### src/rtl/nfprog_pkg.sv
package nfprog_pkg;

    typedef enum logic [1:0] {
        CYC_CMD,
        CYC_ADDR,
        CYC_DATA,
        CYC_READ
    } cyc_kind_t;

    localparam logic [7:0] OP_SETUP   = 8'h80;
    localparam logic [7:0] OP_MIDCONF = 8'h11;
    localparam logic [7:0] OP_CONF    = 8'h10;
    localparam logic [7:0] OP_STATUS  = 8'h70;

    localparam int STAT_READY_BIT = 6;
    localparam int STAT_FAIL_BIT  = 0;

    typedef enum logic [3:0] {
        ST_IDLE,
        ST_A_SETUP,
        ST_A_ADDR,
        ST_A_DATA,
        ST_A_CONF,
        ST_A_WAIT,
        ST_B_SETUP,
        ST_B_ADDR,
        ST_B_DATA,
        ST_B_CONF,
        ST_B_WAIT,
        ST_POLL_CMD,
        ST_POLL_RD,
        ST_POLL_EVAL,
        ST_DONE
    } seq_state_t;

endpackage

### src/rtl/nfprog_bus_cycle.sv
module nfprog_bus_cycle
    import nfprog_pkg::*;
(
    input  logic       clk,
    input  logic       rst_n,
    input  logic       req_i,
    input  cyc_kind_t  kind_i,
    input  logic [7:0] byte_i,
    output logic       free_o,
    output logic       rd_valid_o,
    output logic [7:0] rdata_o,
    output logic       cle_o,
    output logic       ale_o,
    output logic       we_n_o,
    output logic       re_n_o,
    output logic [7:0] io_o,
    output logic       io_oe_o,
    input  logic [7:0] io_i
);

    typedef enum logic [1:0] {PH_IDLE, PH_LOW, PH_HIGH} phase_t;

    phase_t     ph;
    cyc_kind_t  kind_q;
    logic [7:0] byte_q;
    logic [7:0] rdata_q;

    always_ff @(posedge clk or negedge rst_n) begin
        if (!rst_n) begin
            ph      <= PH_IDLE;
            kind_q  <= CYC_CMD;
            byte_q  <= '0;
            rdata_q <= '0;
        end else begin
            unique case (ph)
                PH_IDLE, PH_HIGH: begin
                    if (req_i) begin
                        ph     <= PH_LOW;
                        kind_q <= kind_i;
                        byte_q <= byte_i;
                    end else begin
                        ph <= PH_IDLE;
                    end
                end
                PH_LOW: begin
                    ph <= PH_HIGH;
                    if (kind_q == CYC_READ) rdata_q <= io_i;
                end
                default: ph <= PH_IDLE;
            endcase
        end
    end

    always_comb begin
        free_o     = (ph != PH_LOW);
        rd_valid_o = (ph == PH_HIGH) && (kind_q == CYC_READ);
        rdata_o    = rdata_q;
        cle_o      = (ph != PH_IDLE) && (kind_q == CYC_CMD);
        ale_o      = (ph != PH_IDLE) && (kind_q == CYC_ADDR);
        we_n_o     = !((ph == PH_LOW) && (kind_q != CYC_READ));
        re_n_o     = !((ph == PH_LOW) && (kind_q == CYC_READ));
        io_o       = byte_q;
        io_oe_o    = (ph != PH_IDLE) && (kind_q != CYC_READ);
    end

    // one low clock, then a high clock with the latched values unchanged
    p_strobe_shape_r3: assert property (@(posedge clk) disable iff (!rst_n)
        $fell(we_n_o) |=> (we_n_o && $stable(cle_o) && $stable(ale_o) && $stable(io_o)));

    // command and address latch strobes never overlap
    p_latch_excl_r11: assert property (@(posedge clk) disable iff (!rst_n)
        !(cle_o && ale_o));

    // bus is driven whenever the write strobe is low
    p_drive_on_write_r11: assert property (@(posedge clk) disable iff (!rst_n)
        !we_n_o |-> io_oe_o);

endmodule

### src/rtl/nfprog_busy_timer.sv
module nfprog_busy_timer #(
    parameter int SETTLE = 4,
    parameter int LIMIT  = 200000
) (
    input  logic clk,
    input  logic rst_n,
    input  logic run_i,
    output logic settled_o,
    output logic expired_o
);

    localparam int CNT_W = $clog2(LIMIT + 1);

    logic [CNT_W-1:0] cnt;

    always_ff @(posedge clk or negedge rst_n) begin
        if (!rst_n) begin
            cnt <= '0;
        end else if (!run_i) begin
            cnt <= '0;
        end else if (cnt != CNT_W'(LIMIT)) begin
            cnt <= cnt + 1'b1;
        end
    end

    always_comb begin
        settled_o = (cnt >= CNT_W'(SETTLE));
        expired_o = (cnt == CNT_W'(LIMIT));
    end

endmodule

### src/rtl/nf_dual_plane_prog.sv
module nf_dual_plane_prog
    import nfprog_pkg::*;
#(
    parameter int PAGE_BYTES    = 2112,
    parameter int COL_BYTES     = 2,
    parameter int ROW_BYTES     = 3,
    parameter int PLANE_BIT     = 6,
    parameter int SETTLE_CYCLES = 4,
    parameter int BUSY_LIMIT    = 200000
) (
    input  logic                   clk,
    input  logic                   rst_n,
    input  logic                   start_i,
    input  logic [8*COL_BYTES-1:0] col_a_i,
    input  logic [8*ROW_BYTES-1:0] row_a_i,
    input  logic [8*COL_BYTES-1:0] col_b_i,
    input  logic [8*ROW_BYTES-1:0] row_b_i,
    input  logic [7:0]             src_data_i,
    input  logic                   src_valid_i,
    output logic                   src_ready_o,
    output logic                   done_o,
    output logic                   pass_o,
    output logic                   plane_chk_o,
    output logic                   timeout_o,
    output logic                   reject_o,
    output logic                   chip_en_n_o,
    output logic                   cmd_latch_o,
    output logic                   addr_latch_o,
    output logic                   wr_n_o,
    output logic                   rd_n_o,
    output logic [7:0]             bus_o,
    output logic                   bus_oe_o,
    input  logic [7:0]             bus_i,
    input  logic                   dev_ready_i
);

    localparam int COL_W       = 8 * COL_BYTES;
    localparam int ROW_W       = 8 * ROW_BYTES;
    localparam int ADDR_CYCLES = COL_BYTES + ROW_BYTES;
    localparam int CNT_MAX     = (PAGE_BYTES > ADDR_CYCLES) ? PAGE_BYTES : ADDR_CYCLES;
    localparam int IDX_W       = (CNT_MAX > 1) ? $clog2(CNT_MAX) : 1;

    seq_state_t       state, nxt;
    logic [IDX_W-1:0] idx;
    logic [COL_W-1:0] col_a, col_b;
    logic [ROW_W-1:0] row_a, row_b;
    logic             pass_q, chk_q, tmo_q, rej_q;

    logic             bus_req, bus_free, rd_valid;
    cyc_kind_t        bus_kind;
    logic [7:0]       bus_byte, rdata;
    logic             tmr_run, settled, expired;
    logic             plane_ok, last_addr, last_data;

    function automatic logic [7:0] addr_byte(input logic [COL_W-1:0] c,
                                             input logic [ROW_W-1:0] r,
                                             input logic [IDX_W-1:0] i);
        logic [COL_W+ROW_W-1:0] cat;
        cat = {r, c};
        return 8'(cat >> (8 * i));
    endfunction

    nfprog_bus_cycle u_bus (
        .clk        (clk),
        .rst_n      (rst_n),
        .req_i      (bus_req),
        .kind_i     (bus_kind),
        .byte_i     (bus_byte),
        .free_o     (bus_free),
        .rd_valid_o (rd_valid),
        .rdata_o    (rdata),
        .cle_o      (cmd_latch_o),
        .ale_o      (addr_latch_o),
        .we_n_o     (wr_n_o),
        .re_n_o     (rd_n_o),
        .io_o       (bus_o),
        .io_oe_o    (bus_oe_o),
        .io_i       (bus_i)
    );

    nfprog_busy_timer #(
        .SETTLE (SETTLE_CYCLES),
        .LIMIT  (BUSY_LIMIT)
    ) u_timer (
        .clk       (clk),
        .rst_n     (rst_n),
        .run_i     (tmr_run),
        .settled_o (settled),
        .expired_o (expired)
    );

    assign plane_ok  = !row_a_i[PLANE_BIT] && row_b_i[PLANE_BIT];
    assign last_addr = (idx == IDX_W'(ADDR_CYCLES - 1));
    assign last_data = (idx == IDX_W'(PAGE_BYTES - 1));
    assign tmr_run   = (state == ST_A_WAIT) || (state == ST_B_WAIT) ||
                       (state == ST_POLL_CMD) || (state == ST_POLL_RD) ||
                       (state == ST_POLL_EVAL);

    // State register and datapath
    always_ff @(posedge clk or negedge rst_n) begin
        if (!rst_n) begin
            state  <= ST_IDLE;
            idx    <= '0;
            col_a  <= '0;
            col_b  <= '0;
            row_a  <= '0;
            row_b  <= '0;
            pass_q <= 1'b0;
            chk_q  <= 1'b0;
            tmo_q  <= 1'b0;
            rej_q  <= 1'b0;
        end else begin
            state <= nxt;
            if (bus_req) idx <= (nxt != state) ? '0 : idx + 1'b1;
            if (state == ST_IDLE && start_i) begin
                col_a  <= col_a_i;
                row_a  <= row_a_i;
                col_b  <= col_b_i;
                row_b  <= row_b_i;
                rej_q  <= !plane_ok;
                pass_q <= 1'b0;
                chk_q  <= 1'b0;
                tmo_q  <= 1'b0;
            end else if (state == ST_POLL_EVAL && rd_valid && rdata[STAT_READY_BIT]) begin
                pass_q <= !rdata[STAT_FAIL_BIT];
                chk_q  <= rdata[STAT_FAIL_BIT];
            end else if (nxt == ST_DONE && state != ST_IDLE) begin
                tmo_q <= 1'b1;
            end
        end
    end

    // Next state and bus requests
    always_comb begin
        nxt         = state;
        bus_req     = 1'b0;
        bus_kind    = CYC_CMD;
        bus_byte    = '0;
        src_ready_o = 1'b0;
        unique case (state)
            ST_IDLE: begin
                if (start_i) nxt = plane_ok ? ST_A_SETUP : ST_DONE;
            end
            ST_A_SETUP, ST_B_SETUP: begin
                if (bus_free) begin
                    bus_req  = 1'b1;
                    bus_byte = OP_SETUP;
                    nxt      = (state == ST_A_SETUP) ? ST_A_ADDR : ST_B_ADDR;
                end
            end
            ST_A_ADDR, ST_B_ADDR: begin
                if (bus_free) begin
                    bus_req  = 1'b1;
                    bus_kind = CYC_ADDR;
                    bus_byte = (state == ST_A_ADDR) ? addr_byte(col_a, row_a, idx)
                                                    : addr_byte(col_b, row_b, idx);
                    if (last_addr) nxt = (state == ST_A_ADDR) ? ST_A_DATA : ST_B_DATA;
                end
            end
            ST_A_DATA, ST_B_DATA: begin
                if (bus_free && src_valid_i) begin
                    bus_req     = 1'b1;
                    bus_kind    = CYC_DATA;
                    bus_byte    = src_data_i;
                    src_ready_o = 1'b1;
                    if (last_data) nxt = (state == ST_A_DATA) ? ST_A_CONF : ST_B_CONF;
                end
            end
            ST_A_CONF: begin
                if (bus_free) begin
                    bus_req  = 1'b1;
                    bus_byte = OP_MIDCONF;
                    nxt      = ST_A_WAIT;
                end
            end
            ST_B_CONF: begin
                if (bus_free) begin
                    bus_req  = 1'b1;
                    bus_byte = OP_CONF;
                    nxt      = ST_B_WAIT;
                end
            end
            ST_A_WAIT: begin
                if (settled && dev_ready_i) nxt = ST_B_SETUP;
                else if (expired)           nxt = ST_DONE;
            end
            ST_B_WAIT: begin
                if (settled && dev_ready_i) nxt = ST_POLL_CMD;
                else if (expired)           nxt = ST_DONE;
            end
            ST_POLL_CMD: begin
                if (bus_free) begin
                    bus_req  = 1'b1;
                    bus_byte = OP_STATUS;
                    nxt      = ST_POLL_RD;
                end
            end
            ST_POLL_RD: begin
                if (bus_free) begin
                    bus_req  = 1'b1;
                    bus_kind = CYC_READ;
                    nxt      = ST_POLL_EVAL;
                end
            end
            ST_POLL_EVAL: begin
                if (rd_valid)     nxt = rdata[STAT_READY_BIT] ? ST_DONE : ST_POLL_RD;
                else if (expired) nxt = ST_DONE;
            end
            ST_DONE: nxt = ST_IDLE;
            default: nxt = ST_IDLE;
        endcase
    end

    // Outputs
    always_comb begin
        done_o      = (state == ST_DONE);
        chip_en_n_o = (state == ST_IDLE) || (state == ST_DONE);
        pass_o      = pass_q;
        plane_chk_o = chk_q;
        timeout_o   = tmo_q;
        reject_o    = rej_q;
    end

    // a granted request always holds correct plane bits
    p_plane_sel_r1: assert property (@(posedge clk) disable iff (!rst_n)
        (state == ST_A_SETUP) |-> (!row_a[PLANE_BIT] && row_b[PLANE_BIT]));

    // no bus strobe while the chip is deselected
    p_quiet_deselect_r1: assert property (@(posedge clk) disable iff (!rst_n)
        chip_en_n_o |-> (wr_n_o && rd_n_o && !bus_oe_o));

    // every consumed byte becomes a data write in the next cycle
    p_byte_to_write_r10: assert property (@(posedge clk) disable iff (!rst_n)
        src_ready_o |=> (!wr_n_o && bus_oe_o && !cmd_latch_o && !addr_latch_o));

    // completion is a single-cycle pulse
    p_done_pulse_r12: assert property (@(posedge clk) disable iff (!rst_n)
        done_o |=> !done_o);

    // a per-plane check is only requested for a failed program
    p_chk_not_pass_r8: assert property (@(posedge clk) disable iff (!rst_n)
        done_o |-> !(plane_chk_o && pass_o));

    // a timed-out operation reports neither pass nor a plane check
    p_timeout_flags_r9: assert property (@(posedge clk) disable iff (!rst_n)
        (done_o && timeout_o) |-> (!pass_o && !plane_chk_o));

endmodule

### config.mk
export PLATFORM = sky130hd
export DESIGN_NAME = nf_dual_plane_prog
export DESIGN_NICKNAME = d
export VERILOG_FILES = /design/src/rtl/nfprog_pkg.sv /design/src/rtl/nfprog_bus_cycle.sv /design/src/rtl/nfprog_busy_timer.sv /design/src/rtl/nf_dual_plane_prog.sv
export SDC_FILE = /design/constraint.sdc
export NUM_CORES = 1
export LEC_CHECK = 0
export BUFFER_PORTS_ARGS = -buffer_cell sky130_fd_sc_hd__buf_2
export CORE_MARGIN = 1
export CORE_UTILIZATION = 40
export DETAILED_ROUTE_END_ITERATION = 10
export PLACE_DENSITY = 0.59
export SLEW_MARGIN = 0
export SYNTH_ARGS = -nofsm -noshare
export SYNTH_HDL_FRONTEND = slang
export SYNTH_HIERARCHICAL = 1
export SYNTH_SLANG_ARGS = --single-unit
### constraint.sdc
create_clock -name clk -period 8.5 [get_ports clk]
set_input_delay 1.275 -clock clk [delete_from_list [all_inputs] [get_ports clk]]
set_output_delay 1.275 -clock clk [all_outputs]
set_load 0.01 [all_outputs]
==> results_dict.tcl <==
set metrics [dict create \
    result_of_the_run "complete, no violations" \
    tns_ps 0 \
    detail_route.vias_per_cell 5.21 \
    fp.coreArea_mm2 0.0172 \
    grt_setup_unrepaired "false" \
    maxCapViolCount 0 \
    crit_path_start "state[3]" \
    placed_area_mm2 0.00770 \
    port_buffers 114 \
    placement_rows 48 \
    min_period_ps 4390 \
    grt.met1_usage_pct 30.4 \
    fin_area_mm2 0.00826 \
    floorplan_die_area_mm2 0.0180 \
    avgSynthCellArea_um2 8.90 \
    post_route_cells_drive_above_1_share_pct 21.7 \
    number_of_buffers_on_the_longest_clock_path 2 \
    htree_num_levels 4 \
    yosysWarnings 6 \
    synthesis.area_mm2 0.00700 \
    remaining_number_of_nets_flagged_by_the_antenna_check_after_routing 0 \
    timing.critical_path.slowest_cell_delay_ps 810 \
    first_global_vias 5691 \
    fp.dieW_um 134 \
    globalplace.congestion 0.824 \
    timing.rr.start "u_timer/cnt[7]" \
    syn_to_final_growth_pct 18.0 \
    hold_start "row_a[16]" \
    timing.final.hold_violations 0 \
    grt_first_pass_wirelength_um 29200 \
    globalRouteMet2Util_pct 31.6 \
    cpMaxStageDelayCell "nor4b_2" \
    timing_worst_setup_path_type "flop to output pin" \
    post_cts_hold_buffer_count 0 \
    first_iter_violations 432 \
    timing_max_transition_violations_final 0 \
    timing.fmax_mhz 228 \
    source_to_sink_clock_delay_at_the_later_pin_of_the_worst_skew_pair_ps 430 \
    finalCritPeriodShare_pct 51.6 \
    setup.worst_path.end_class "output pin" \
    height_of_the_die_um 134 \
    worst_setup_sp_type "flop" \
    drc 0 \
    path_cells "clkinv_1 -> nor3_1 -> a21oi_1 -> nor4b_2 -> buf_2" \
    tritoncts "yes" \
    setup_viol 0 \
    power_density_over_the_cells_mw_per_mm2 332 \
    cts_buffers 17 \
    static_leakage_uw 0.00400 \
    total_via_count_after_detailed_routing 5824 \
    layout.cells.most_common "nand2_1" \
    post-layout-total-power_uw 2750 \
    drt-wirelength-per-cell_um 15.8 \
    cts_resized 0 \
    power.ir.vdd_worst_mv 0.165 \
    drt-pass1-iter-count 5 \
    groute.layer.met3.usage_pct 4.61 \
    initial_utilization_pct 40.8 \
    layout.cells.most_common_list "nand2_1, dfrtp_1, buf_2, a21oi_1, nor2_1" \
    data_arrival_at_the_endpoint_of_the_critical_path_ps 3110 \
    max-slew-margin-rel_pct 35.3 \
    worstHoldPathType "flop to flop" \
    post-route-util_pct 48.1 \
    nets 985 \
    busiest_layer "met2" \
    cts.sink_count 132 \
    boundaryPins 121 \
    fin_hold_ws_ps 467 \
    crit_required_ps 7220 \
    cts_setup_buffers 0 \
    path_max_fanout 16 \
    initial_antenna_violation_count 0 \
    synth_cells 787 \
    clkSlewWorstSetupHoldPaths_ps 60 \
    antenna-diode-count 0 \
    route.final.wire_length_um 17600 \
    timing_worst_slew_pin_value_ps 971 \
    clk_root_buffer_cell "clkbuf_16" \
    detailedPlacementHpwl_um 12000 \
    postSynthNetCount 892 \
    finalClockSkew_ps 11.6 \
    grt_util_all_layers_pct 21.0 \
    grt_start_max_net_pins 85 \
    overflow_left_after_global_routing 0 \
]
==> path summary, 6_finish.rpt <==
kind / end / slack (ps) / cells past startpoint
min in group asynchronous: u_bus/io_o[6] / 800 / 1
hold reg to reg: row_a[16] / 470 / 2
max in group asynchronous: row_a[14] / 6350 / 2
setup reg to reg: idx[7] / 4820 / 9
setup / recovery: src_ready_o / 4110 / 5
hold / removal: row_a[16] / 470 / 2
==> per-layer routing <==
layer	part of all wire, %	vias up
met2	46	151
met4	0.82	0
met1	49	2779
met5	0	-
li1	-	2884
met3	4.1	10
==> final cells by class <==
cell class / instances / area, µm²
fillers: 1735 / 8910
repair buffers: 121 / 629
multi-input cells: 595 / 3430
clock inverters: 11 / 95.1
well taps: 225 / 282
flip-flops and latches: 132 / 3300
clock buffers: 21 / 470
inverters: 13 / 48.8
==> power by group <==
group,switching [µW],internal (µW)
registers,165,839
clock network,291,401
logic,623,427
total,1080,1670
==> critical path: cells and delay by family (launching register included) <==
kind	cells	cell delay, ps
DFF	1	700
AOI/OAI and AO/OA	1	90
buffers and inverters	2	700
and+or+nand+nor	2	1180
==> stage by stage <==
step	std cells	worst slack (ps)
2_1_floorplan	787	5220
3_3_place_gp	1086	4560
3_5_place_dp	1086	4610
4_1_cts	1118	4130
5_1_grt	1118	3850
6_report	1118	4110
==> sequential cells by signal, summed over array words and instances, names as in the netlist, 2 cells and up <==
signal / count
row_a: 24
col_b: 16
u_timer/cnt: 18
u_bus/io_o: 8
col_a: 16
idx: 12
u_bus/ph: 2
u_bus/kind_q: 2
state: 4
u_bus/rdata_o: 2
row_b: 24
Note: power is estimated with default switching activity, not from simulation.
